<file path="src/rtl/hist_pkg.sv">
package hist_pkg;

  localparam int NUM_SEL = 4;

  typedef enum logic [3:0] {
    ST_OFF,
    ST_CLR,
    ST_IDLE,
    ST_RD,
    ST_INC,
    ST_WR,
    ST_HOLD,
    ST_DRD,
    ST_DCAP,
    ST_DOUT,
    ST_DONE
  } hist_state_e;

endpackage

</file>
<file path="src/rtl/hist_code_map.sv">
module hist_code_map
  import hist_pkg::*;
#(
  parameter int MAX_W = 18,
  parameter int WSTEP = 2,
  parameter int BIN_W = 15
) (
  input  logic [MAX_W-1:0] raw,
  input  logic [1:0]       wsel,
  output logic [BIN_W-1:0] bin
);

  logic [BIN_W-1:0] cand [NUM_SEL];

  for (genvar g = 0; g < NUM_SEL; g++) begin : g_width
    localparam int W  = MAX_W - WSTEP * g;
    localparam int SH = (W > BIN_W) ? (W - BIN_W) : 0;
    logic [W-1:0] fld;
    logic [W-1:0] offs;
    // limit to the converter width, then flip the sign bit
    assign fld  = raw[W-1:0];
    assign offs = {~fld[W-1], fld[W-2:0]};
    // keep the top bits when wide, zero-extend when narrow
    assign cand[g] = BIN_W'(offs >> SH);
  end

  assign bin = cand[wsel];

endmodule

</file>
<file path="src/rtl/hist_limit.sv">
module hist_limit
  import hist_pkg::*;
#(
  parameter int CNT_W   = 24,
  parameter int TGT_LOG = 14
) (
  input  logic [1:0]       tsel,
  output logic [CNT_W-1:0] target
);

  localparam logic [CNT_W-1:0] ONE = {{(CNT_W-1){1'b0}}, 1'b1};

  logic [CNT_W-1:0] tab [NUM_SEL];

  for (genvar g = 0; g < NUM_SEL; g++) begin : g_tab
    assign tab[g] = ONE << (TGT_LOG - g);
  end

  assign target = tab[tsel];

endmodule

</file>
<file path="src/rtl/hist_seq.sv">
module hist_seq
  import hist_pkg::*;
#(
  parameter int BIN_W = 15,
  parameter int CNT_W = 24,
  parameter int SKIP  = 11
) (
  input  logic             clk,
  input  logic             rst_n,
  input  logic             start,
  input  logic             smp_valid,
  input  logic [BIN_W-1:0] smp_bin,
  input  logic [CNT_W-1:0] target,
  output logic             start_ack,
  output logic [BIN_W-1:0] sram_addr,
  output logic             sram_re,
  output logic             sram_we,
  output logic [CNT_W-1:0] sram_wdata,
  input  logic [CNT_W-1:0] sram_rdata,
  output logic             out_valid,
  input  logic             out_ready,
  output logic [BIN_W-1:0] out_bin,
  output logic [CNT_W-1:0] out_data,
  output logic             done,
  output logic             clearing,
  output logic             counting
);

  localparam int HOLD_N = SKIP - 3;
  localparam int HOLD_W = (HOLD_N > 1) ? $clog2(HOLD_N) : 1;
  localparam logic [HOLD_W-1:0] HOLD_LAST = HOLD_W'((HOLD_N > 0) ? HOLD_N - 1 : 0);
  localparam logic [BIN_W-1:0]  LAST_BIN  = '1;
  localparam logic [CNT_W-1:0]  CNT_ONE   = {{(CNT_W-1){1'b0}}, 1'b1};

  hist_state_e      state_q, state_d;
  logic [BIN_W-1:0] ptr_q, ptr_d;
  logic [HOLD_W-1:0] hold_q, hold_d;
  logic [BIN_W-1:0] bin_q;
  logic [CNT_W-1:0] cnt_q;
  logic [CNT_W-1:0] out_q;
  logic             bin_en;
  logic             cnt_en;
  logic             out_en;
  logic             at_ceiling;

  assign at_ceiling = (cnt_q >= target);
  assign cnt_en     = (state_q == ST_INC);
  assign out_en     = (state_q == ST_DCAP);

  // next-state logic
  always_comb begin
    state_d   = state_q;
    ptr_d     = ptr_q;
    hold_d    = hold_q;
    start_ack = 1'b0;
    bin_en    = 1'b0;
    unique case (state_q)
      ST_OFF, ST_DONE: begin
        if (start) begin
          state_d   = ST_CLR;
          ptr_d     = '0;
          start_ack = 1'b1;
        end
      end
      ST_CLR: begin
        if (ptr_q == LAST_BIN) state_d = ST_IDLE;
        else                   ptr_d   = ptr_q + 1'b1;
      end
      ST_IDLE: begin
        if (smp_valid) begin
          state_d = ST_RD;
          bin_en  = 1'b1;
        end
      end
      ST_RD:  state_d = ST_INC;
      ST_INC: state_d = ST_WR;
      ST_WR: begin
        if (at_ceiling) begin
          state_d = ST_DRD;
          ptr_d   = '0;
        end else if (HOLD_N == 0) begin
          state_d = ST_IDLE;
        end else begin
          state_d = ST_HOLD;
          hold_d  = '0;
        end
      end
      ST_HOLD: begin
        if (hold_q == HOLD_LAST) state_d = ST_IDLE;
        else                     hold_d  = hold_q + 1'b1;
      end
      ST_DRD:  state_d = ST_DCAP;
      ST_DCAP: state_d = ST_DOUT;
      ST_DOUT: begin
        if (out_ready) begin
          if (ptr_q == LAST_BIN) begin
            state_d = ST_DONE;
          end else begin
            ptr_d   = ptr_q + 1'b1;
            state_d = ST_DRD;
          end
        end
      end
      default: state_d = ST_OFF;
    endcase
  end

  // registers
  always_ff @(posedge clk or negedge rst_n) begin
    if (!rst_n) begin
      state_q <= ST_OFF;
      ptr_q   <= '0;
      hold_q  <= '0;
    end else begin
      state_q <= state_d;
      ptr_q   <= ptr_d;
      hold_q  <= hold_d;
    end
  end

  always_ff @(posedge clk or negedge rst_n) begin
    if (!rst_n) begin
      bin_q <= '0;
    end else if (bin_en) begin
      bin_q <= smp_bin;
    end
  end

  always_ff @(posedge clk or negedge rst_n) begin
    if (!rst_n) begin
      cnt_q <= '0;
    end else if (cnt_en) begin
      cnt_q <= sram_rdata + CNT_ONE;
    end
  end

  always_ff @(posedge clk or negedge rst_n) begin
    if (!rst_n) begin
      out_q <= '0;
    end else if (out_en) begin
      out_q <= sram_rdata;
    end
  end

  // memory and output drive
  always_comb begin
    sram_we    = (state_q == ST_CLR) || (state_q == ST_WR);
    sram_re    = (state_q == ST_RD)  || (state_q == ST_DRD);
    sram_addr  = ((state_q == ST_CLR) || (state_q == ST_DRD)) ? ptr_q : bin_q;
    sram_wdata = (state_q == ST_WR) ? cnt_q : '0;
  end

  assign out_valid = (state_q == ST_DOUT);
  assign out_bin   = ptr_q;
  assign out_data  = out_q;
  assign done      = (state_q == ST_DONE);
  assign clearing  = (state_q == ST_CLR);
  assign counting  = (state_q == ST_RD) || (state_q == ST_INC) ||
                     (state_q == ST_WR) || (state_q == ST_HOLD);

endmodule

</file>
<file path="src/rtl/hist_engine.sv">
module hist_engine
  import hist_pkg::*;
#(
  parameter int MAX_W   = 18,
  parameter int WSTEP   = 2,
  parameter int BIN_W   = 15,
  parameter int CNT_W   = 24,
  parameter int TGT_LOG = 14,
  parameter int SKIP    = 11
) (
  input  logic             clk,
  input  logic             rst_n,
  input  logic             start,
  input  logic [1:0]       adc_wsel,
  input  logic [1:0]       max_sel,
  input  logic             smp_valid,
  input  logic [MAX_W-1:0] smp_code,
  output logic [BIN_W-1:0] sram_addr,
  output logic             sram_re,
  output logic             sram_we,
  output logic [CNT_W-1:0] sram_wdata,
  input  logic [CNT_W-1:0] sram_rdata,
  output logic             out_valid,
  input  logic             out_ready,
  output logic [BIN_W-1:0] out_bin,
  output logic [CNT_W-1:0] out_data,
  output logic             done
);

  logic [1:0]       wsel_q;
  logic [1:0]       tsel_q;
  logic             start_ack;
  logic [BIN_W-1:0] smp_bin;
  logic [CNT_W-1:0] target;
  logic             clearing;
  logic             counting;

  // run configuration, captured when a start is taken
  always_ff @(posedge clk or negedge rst_n) begin
    if (!rst_n) begin
      wsel_q <= '0;
      tsel_q <= '0;
    end else if (start_ack) begin
      wsel_q <= adc_wsel;
      tsel_q <= max_sel;
    end
  end

  hist_code_map #(
    .MAX_W (MAX_W),
    .WSTEP (WSTEP),
    .BIN_W (BIN_W)
  ) u_map (
    .raw  (smp_code),
    .wsel (wsel_q),
    .bin  (smp_bin)
  );

  hist_limit #(
    .CNT_W   (CNT_W),
    .TGT_LOG (TGT_LOG)
  ) u_limit (
    .tsel   (tsel_q),
    .target (target)
  );

  hist_seq #(
    .BIN_W (BIN_W),
    .CNT_W (CNT_W),
    .SKIP  (SKIP)
  ) u_seq (
    .clk        (clk),
    .rst_n      (rst_n),
    .start      (start),
    .smp_valid  (smp_valid),
    .smp_bin    (smp_bin),
    .target     (target),
    .start_ack  (start_ack),
    .sram_addr  (sram_addr),
    .sram_re    (sram_re),
    .sram_we    (sram_we),
    .sram_wdata (sram_wdata),
    .sram_rdata (sram_rdata),
    .out_valid  (out_valid),
    .out_ready  (out_ready),
    .out_bin    (out_bin),
    .out_data   (out_data),
    .done       (done),
    .clearing   (clearing),
    .counting   (counting)
  );

endmodule

</file>
<file path="config.mk">
export PLATFORM = sky130hd
export DESIGN_NAME = hist_engine
export DESIGN_NICKNAME = d
export VERILOG_FILES = /design/src/rtl/hist_pkg.sv /design/src/rtl/hist_code_map.sv /design/src/rtl/hist_limit.sv /design/src/rtl/hist_seq.sv /design/src/rtl/hist_engine.sv
export SDC_FILE = /design/constraint.sdc
export NUM_CORES = 1
export LEC_CHECK = 0
export BUFFER_PORTS_ARGS = -buffer_cell sky130_fd_sc_hd__buf_2
export CAP_MARGIN = 20
export CORE_MARGIN = 2
export CORE_UTILIZATION = 40
export DETAILED_ROUTE_END_ITERATION = 10
export REMOVE_ABC_BUFFERS = 1
export SKIP_LAST_GASP = 1
export SLEW_MARGIN = 20
export SYNTH_ARGS = -nofsm -noshare
export SYNTH_HDL_FRONTEND = slang
export SYNTH_SLANG_ARGS = --single-unit
</file>
<file path="constraint.sdc">
create_clock -name clk -period 3.85 [get_ports clk]
set_input_delay 0.5775 -clock clk [delete_from_list [all_inputs] [get_ports clk]]
set_output_delay 0.5775 -clock clk [all_outputs]
set_load 0.05 [all_outputs]
</file>
==> results.md, run 1 <==
- Met1 Track Usage GR: 0.240
- Total grt overflow: 0
- Leak: between 0.002 and 0.003 uW
- Final period util: 0.847
- Crit path max fanout: 16
- Share of the synthesized area in the top cell type: 0.447
- Clock transition at path regs: 60 ps
- Worst slew pin tran: 1110 ps
- Switching share of power: 0.484
- Layout cells sized above 1: 0.312
- Pre-CTS setup slack: 774 ps
- Routed len/inst: 14.8 um
- Die Area: 0.0134 mm2
- Synth Register Bits: 89
- Met3 usage: 0.0486
- Detail Placement HPWL: 9010 um
- Quantity of hold-fixing buffers added after cts: 0
- Core area: 0.0121 mm2
- Post-route setup slack: 588 ps
- IO Pins: between 100 and 150
- CP arrival: 2680 ps
- RSZ-0062 raised after global routing: false
- Die Height: 116 um
- Crit-path slowest cell: nand3_1
- Die width: 116 um
- Final setup TNS: 0 ps
- Min Hold Slack: 314 ps
- Synth async-reset ratio: 1.00
- Clk pwr share: 0.164
- HP Class: in2async
- Ant. Diodes: 0
- Largest net degree at the start of global routing: 64
- Post-Syn Area: 0.00499 mm2
- Grt peak-use layer: met2
- Worst vdd ir: approximately 0.43 mV
- Synth area leader: dfrtp_1
- Final hold vios: 0
- CP Launch Point: u_seq.state_q[3]$_DFFE_PN0P_
- Clock root buffer: clkbuf_16
- Vias in the first global route: slightly below 4000
- Max_slew headroom: 0.250
- CTS tree: done
- CTS H-tree lvls: 3
- Cell count after synthesis: 527
- Worst setup path class: reg2out
- # rows: 40
- Avg Cell Area, Syn: 9.46 um2
- P per Cell Area: 814 mW/mm2
- Switch Pwr: 2400 uW
- Synth area leaders: dfrtp_1 45%, mux2_2 10%, nor2_1 4.8%, a21oi_1 4.6%, and2_1 3.1%
- Vias: roughly 4300
- CTS max path bufs: 2
- Max-slew violations: 0
- Synth Flop Type: dfrtp_1
- Worst R2R Start: tsel_q[0]$_DFFE_PN0P_
- Area grow syn2layout: 22.1%
- Critical Path Source Type: flop
- Drt initial violations: 240
- Final net count: between 700 and 800
- Placer Congestion: 0.866
- Drt total wl: between 10000 and 15000 um
- Largest delay share family, worst path: simple AND/OR/NAND/NOR gates
- Register area share after synthesis: 0.447
- Vias/cell: 5.20
- Yosys synthesis warning count: 0
- Worst Clk Skew: around 7.3 ps
- Number of port buffers: between 100 and 150
- Worst-path cell chain: clkinv_1 -> nand3_1 -> mux2_2 -> buf_2
- Residual DRC: 0
- Clock sink total: between 80 and 90
- Status: finished, final reports clean
- Total CTS buffers: 9
- Setup violators final: 0
- Fmax: 307 MHz
- GR Util All Layers: 0.189
- Comb pwr share: 0.513
- First-pass GRT wire length: 19700 um
- Max-cap violation count: 0
- Worst skew pair latency: 340 ps
- DRT Pass-1 Iters: 4
- Global Route met2 Usage: 0.312
- Internal Power: 2560 uW
- Number of synthesized flops with an enable pin: 0
- Setup bufs post-CTS: 0
- Max incr delay on CP: 740 ps
- Critical Path Sink Type: output pin
- Initial Util: 0.412
- Distinct cells, synth: 46
- Fin crit period: 3260 ps
- Register share of total power: 0.323
- CP required: 3270 ps
- Initial antenna violation count: 0
- Post-CTS sizing: 0
- Buf+Inv Stages, Crit Path: 2
- Post-route ant nets: 0
- Pwr Total: 4960 uW
-- cells by family after synthesis --
kind of cell	count (synthesis)	synth area share
XOR/XNOR	30	0.0527
adder cells (fa/ha/maj)	8	0.0201
AND/OR/NAND/NOR	212	0.215
AO/OA/AOI/OAI	94	0.109
buffers and inverters	35	0.0266
multiplexers	59	0.130
flip-flops	89	0.447
-- layer usage --
metal	up-vias	wire [um]
met5	-	0
met3	10	819
li1	2104	-
met2	125	5860
met4	0	161
met1	2033	5340
-- power groups by stage --
stage / clock network (uW) / registers [uW] / logic [uW]
final: 811 / 1600 / 2540
after global routing: 887 / 1660 / 2760
after CTS: 844 / 1600 / 2560
after detailed placement: 0 / 1610 / 2560
after global placement: 0 / 1590 / 2510
after floorplan: 0 / 1870 / 1410
-- path summary, 6_finish.rpt --
kind / slack, ps / depth (start not counted) / end
worst max-delay path: 590 / 4 / sram_addr[13]
worst min-delay path: 310 / 1 / u_seq.bin_q[7]$_DFFE_PN0P_
worst min register to register: 480 / 2 / u_seq.bin_q[0]$_DFFE_PN0P_
worst max register to register: 760 / 8 / u_seq.out_bin[7]$_DFFE_PN0P_
min in group clk: 460 / 2 / tsel_q[1]$_DFFE_PN0P_
max in group asynchronous: 2630 / 2 / u_seq.hold_q[2]$_DFFE_PN0P_
-- Yosys cell counts (2+ instances only) --
cell type and n:
a211oi_1 2, a21o_1 3, a21oi_1 46, a22o_1 2
and2_1 25, and3_1 4, and4_1 2, buf_1 2
clkbuf_1 24, dfrtp_1 89, ha_1 8, inv_1 7
mux2_2 45, mux2i_1 14, nand2_1 39, nand2b_1 6
nand3_1 18, nand3b_1 2, nand4_1 10, nor2_1 64
nor2b_1 6, nor3_1 13, nor4_1 10, o21ai_0 27
o22ai_1 2, o31ai_1 3, or3_1 4, or4_1 4
xnor2_1 13, xor2_1 17
-- cell usage in the layout, fill, tap and decap left out, types with 2 or more instances in the layout --
cell type   count
a21oi_1        46
mux2i_1        14
nor2b_1         6
a21o_1          3
nor4_1         10
nor2_1         64
inv_1           7
nand3b_1        2
or4_1           4
clkbuf_1        2
xnor2_1        13
clkinvlp_4      2
nor3_2          2
a211oi_1        2
nand2_1        39
ha_1            8
o21ai_0        27
nor3_1         11
nand4_1        10
and4_1          2
xor2_1         17
buf_4           7
nand2b_1        6
o22ai_1         2
mux2_2         45
and3_1          4
clkbuf_16       9
and2_1         25
or3_1           4
buf_2         131
dfrtp_1        89
nand3_1        18
o31ai_1         3
a22o_1          2
-- sequential cells by signal, summed over array words and instances (netlist names) --
register	cells
tsel_q	2
u_seq.bin_q	15
u_seq.cnt_q	24
u_seq.hold_q	3
u_seq.out_bin	15
u_seq.out_data	24
u_seq.state_q	4
wsel_q	2
-- per-stage QoR --
stage	instances	area (um2)	utilization
after floorplan	500	4880	-
after global routing	822	6090	0.503
after CTS	822	6090	0.503
after global placement	806	5810	0.480
final	822	6090	0.503
after detailed placement	806	5810	0.480
-- final cells by class --
type | instances | area [um2]
fill | 1166 | 6020
multi-input combinational | 403 | 2640
sequential | 89 | 2230
timing repair buffer | 138 | 708
clock buffer | 12 | 246
tap | 168 | 210
inverter | 8 | 30.0
clock inverter | 4 | 28.8
Power figures use the tool's default switching activity.
==> run 2: changes to the inputs <==
--- a/config.mk
+++ b/config.mk
@@ -5,6 +5,7 @@
 export SDC_FILE = /design/constraint.sdc
 export NUM_CORES = 1
 export LEC_CHECK = 0
+export ABC_AREA = 1
 export BUFFER_PORTS_ARGS = -buffer_cell sky130_fd_sc_hd__buf_2
 export CAP_MARGIN = 20
 export CORE_MARGIN = 2
==> constraint.sdc (replaced) <==
create_clock -name clk -period 3.1 [get_ports clk]
set_input_delay 0.465 -clock clk [delete_from_list [all_inputs] [get_ports clk]]
set_output_delay 0.465 -clock clk [all_outputs]
set_load 0.05 [all_outputs]
==> run 2 against run 1 <==
Compared with the run above:
- flip-flop and latch count unchanged
- cell area grew 8.3%
- via count increased by 26%
- sequential share of layout area decreased by 2.8 points
- non-clock buffer count decreased by 2
- count of clock-buffer cells in the layout fell by 3
- critical path depth is 2 higher
- final cell count grew 33%
- combinational power rose by 37%
- synthesized cell count increased by 49%
- largest cell class unchanged
- highest routed layer unchanged
==> results.md, run 2 <==
- Quantity of hold-fixing buffers added after cts: 0
- Final hold vios: 0
- Vias/cell: 4.93
- Worst slew pin tran: approximately 820 ps
- Synth area leaders: dfrtp_1 41%, nand2_1 15%, o21ai_0 7.4%, nor2_1 6.7%, inv_1 6.6%
- Cell count after synthesis: around 800
- Placer Congestion: 0.888
- Worst Clk Skew: 6.90 ps
- Commonest non-fill, non-tap cells in the layout: 219 x nand2_1, 131 x buf_2, 96 x nor2_1
- Most instantiated library cell after synthesis: nand2_1
- Leak: 0.00339 uW
- Drt initial violations: around 280
- Post-route ant nets: 0
- Min Hold Slack: about 120 ps
- Layout cells sized above 1: 0.216
- Fmax: 383 MHz
- Max-cap violation count: 0
- HP Class: in2async
- Post-Syn Area: 0.00544 mm2
- Final period util: 0.843
- Share of the synthesized area in the top cell type: 0.409
- Largest net degree at the start of global routing: 46
- RSZ-0062 raised after global routing: false
- Routed len/inst: 14.2 um
- Ant. Diodes: 0
- Worst setup path class: reg2out
- Core area: 0.0132 mm2
- Fin area: 0.00660 mm2
- Clock transition at path regs: 60 ps
- Initial Util: 0.411
- Grt peak-use layer: met2
- IO Pins: between 100 and 150
- Register area share after synthesis: 0.409
- Fin crit period: 2610 ps
- Global Route met2 Usage: 0.367
- Number of synthesized flops with an enable pin: 0
- P per Cell Area: about 1000 mW/mm2
- Total CTS buffers: 9
- CP required: 2630 ps
- Initial antenna violation count: 0
- Total grt overflow: 0
- Max_slew headroom: 0.455
- Post-CTS sizing: 0
- Vias: 5370
- Synth async-reset ratio: 1.00
- Critical Path Source Type: flop
- Avg Cell Area, Syn: 6.93 um2
- CTS max path bufs: 2
- Placed Area: approximately 0.0063 mm2
- First-pass GRT wire length: 25900 um
- Residual DRC: 0
- Synth Flop Type: dfrtp_1
- Worst skew pair latency: around 350 ps
- Clock sink total: 89
- DRT Pass-1 Iters: 7
- Distinct cells, synth: 35
- Crit path max fanout: 24
- # rows: 42
- Final net count: about 970
- Vias in the first global route: between 5000 and 6000
- Area grow syn2layout: 21.2%
- CP arrival: 2150 ps
- Post-synth top cells: 219 x nand2_1, 97 x nor2_1, 95 x inv_1, 89 x dfrtp_1, 80 x o21ai_0
- CTS tree: done
- Drt total wl: 15400 um
- GR Util All Layers: 0.225
- Yosys synthesis warning count: 0
- Synth Register Bits: between 80 and 90
- Worst vdd ir: 0.450 mV
- Pwr Total: 6700 uW
- Final setup TNS: 0 ps
- Clock root buffer: clkbuf_16
- Filler Cells Inserted: about 1400
- Die width: roughly 120 um
- Die Area: 0.0146 mm2
- Critical Path Sink Type: output pin
- Status: finished, final reports clean
- Synth area leader: dfrtp_1
- Met3 usage: 0.0377
- Setup violators final: 0
- Number of port buffers: 132
- Detail Placement HPWL: roughly 12000 um
- Setup slack, reg-to-reg: 1000 ps
- Max-slew violations: 0
- CTS H-tree lvls: 3
- Met1 Track Usage GR: 0.300
- Commonest non-fill, non-tap cell in the layout: nand2_1
- Setup bufs post-CTS: 0
- Die Height: 121 um
[run 2: cell count changes after synthesis, moves of 12 or more]
cell      delta
nor2_1      +33
nand2_1    +180
o21ai_0     +53
and2_1      -25
mux2_2      -45
nand3_1     +38
nand2_2     +22
mux2i_1     -14
clkbuf_1    -14
xnor2_1     -12
inv_1       +88
a21oi_1     -32
[run 2: worst max-delay path, cell delays in order, from the launching register on]
cell	delay, ps
dfrtp_1	420
inv_2	130
nand2_1	160
nor2_4	200
inv_1	370
nor2_1	230
buf_2	290
[run 2: path summary, 6_finish.rpt]
| kind | start | to | depth (start not counted) |
|---|---|---|---|
| worst max-delay path | u_seq.state_q[3]$_DFFE_PN0P_ | sram_wdata[3] | 6 |
| worst min-delay path | rst_n | u_seq.bin_q[6]$_DFFE_PN0P_ | 1 |
| worst max register to register | u_seq.state_q[0]$_DFFE_PN0P_ | u_seq.out_bin[10]$_DFFE_PN0P_ | 8 |
| worst min register to register | u_seq.out_data[13]$_DFFE_PN0P_ | u_seq.out_data[13]$_DFFE_PN0P_ | 2 |
| max in group asynchronous | rst_n | u_seq.state_q[0]$_DFFE_PN0P_ | 2 |
| min in group clk | sram_rdata[1] | u_seq.out_data[1]$_DFFE_PN0P_ | 3 |
[run 2: where the power goes]
group | internal, uW | switching (uW)
logic | 835 | 2650
clock network | 790 | 482
registers | 1630 | 316
total | 3250 | 3450
[run 2: area by class of cell]
cell class,count,area (um2),area share
Tap cell,176,220,0.0334
Clock inverter,7,118,0.0178
Inverter,100,375,0.0569
Multi-Input combinational cell,573,2720,0.413
Timing Repair Buffer,136,706,0.107
Sequential cell,89,2230,0.338
Clock buffer,9,225,0.0341
[run 2: kinds of logic after synthesis]
| family | synth area share |
|---|---|
| xor gates and xnor gates | 0.0177 |
| and+or+nand+nor | 0.345 |
| buffers and inverters | 0.0906 |
| DFF | 0.409 |
| adders and majority gates | 0.0184 |
| AOI/OAI and AO/OA | 0.119 |
[run 2: through the flow]
step	setup WS, ps	util	cells
CTS	420	0.498	1090
floorplan	226	-	762
detailed placement	801	0.472	1074
finish	486	0.498	1090
global placement	810	0.472	1074
global route	281	0.498	1090
[run 2: layer usage]
| metal | wire length, um | vias up |
|---|---|---|
| li1 | - | 2735 |
| met1 | 7090 | 2450 |
| met2 | 7120 | 164 |
| met3 | 897 | 21 |
| met4 | 341 | 0 |
| met5 | 0 | - |
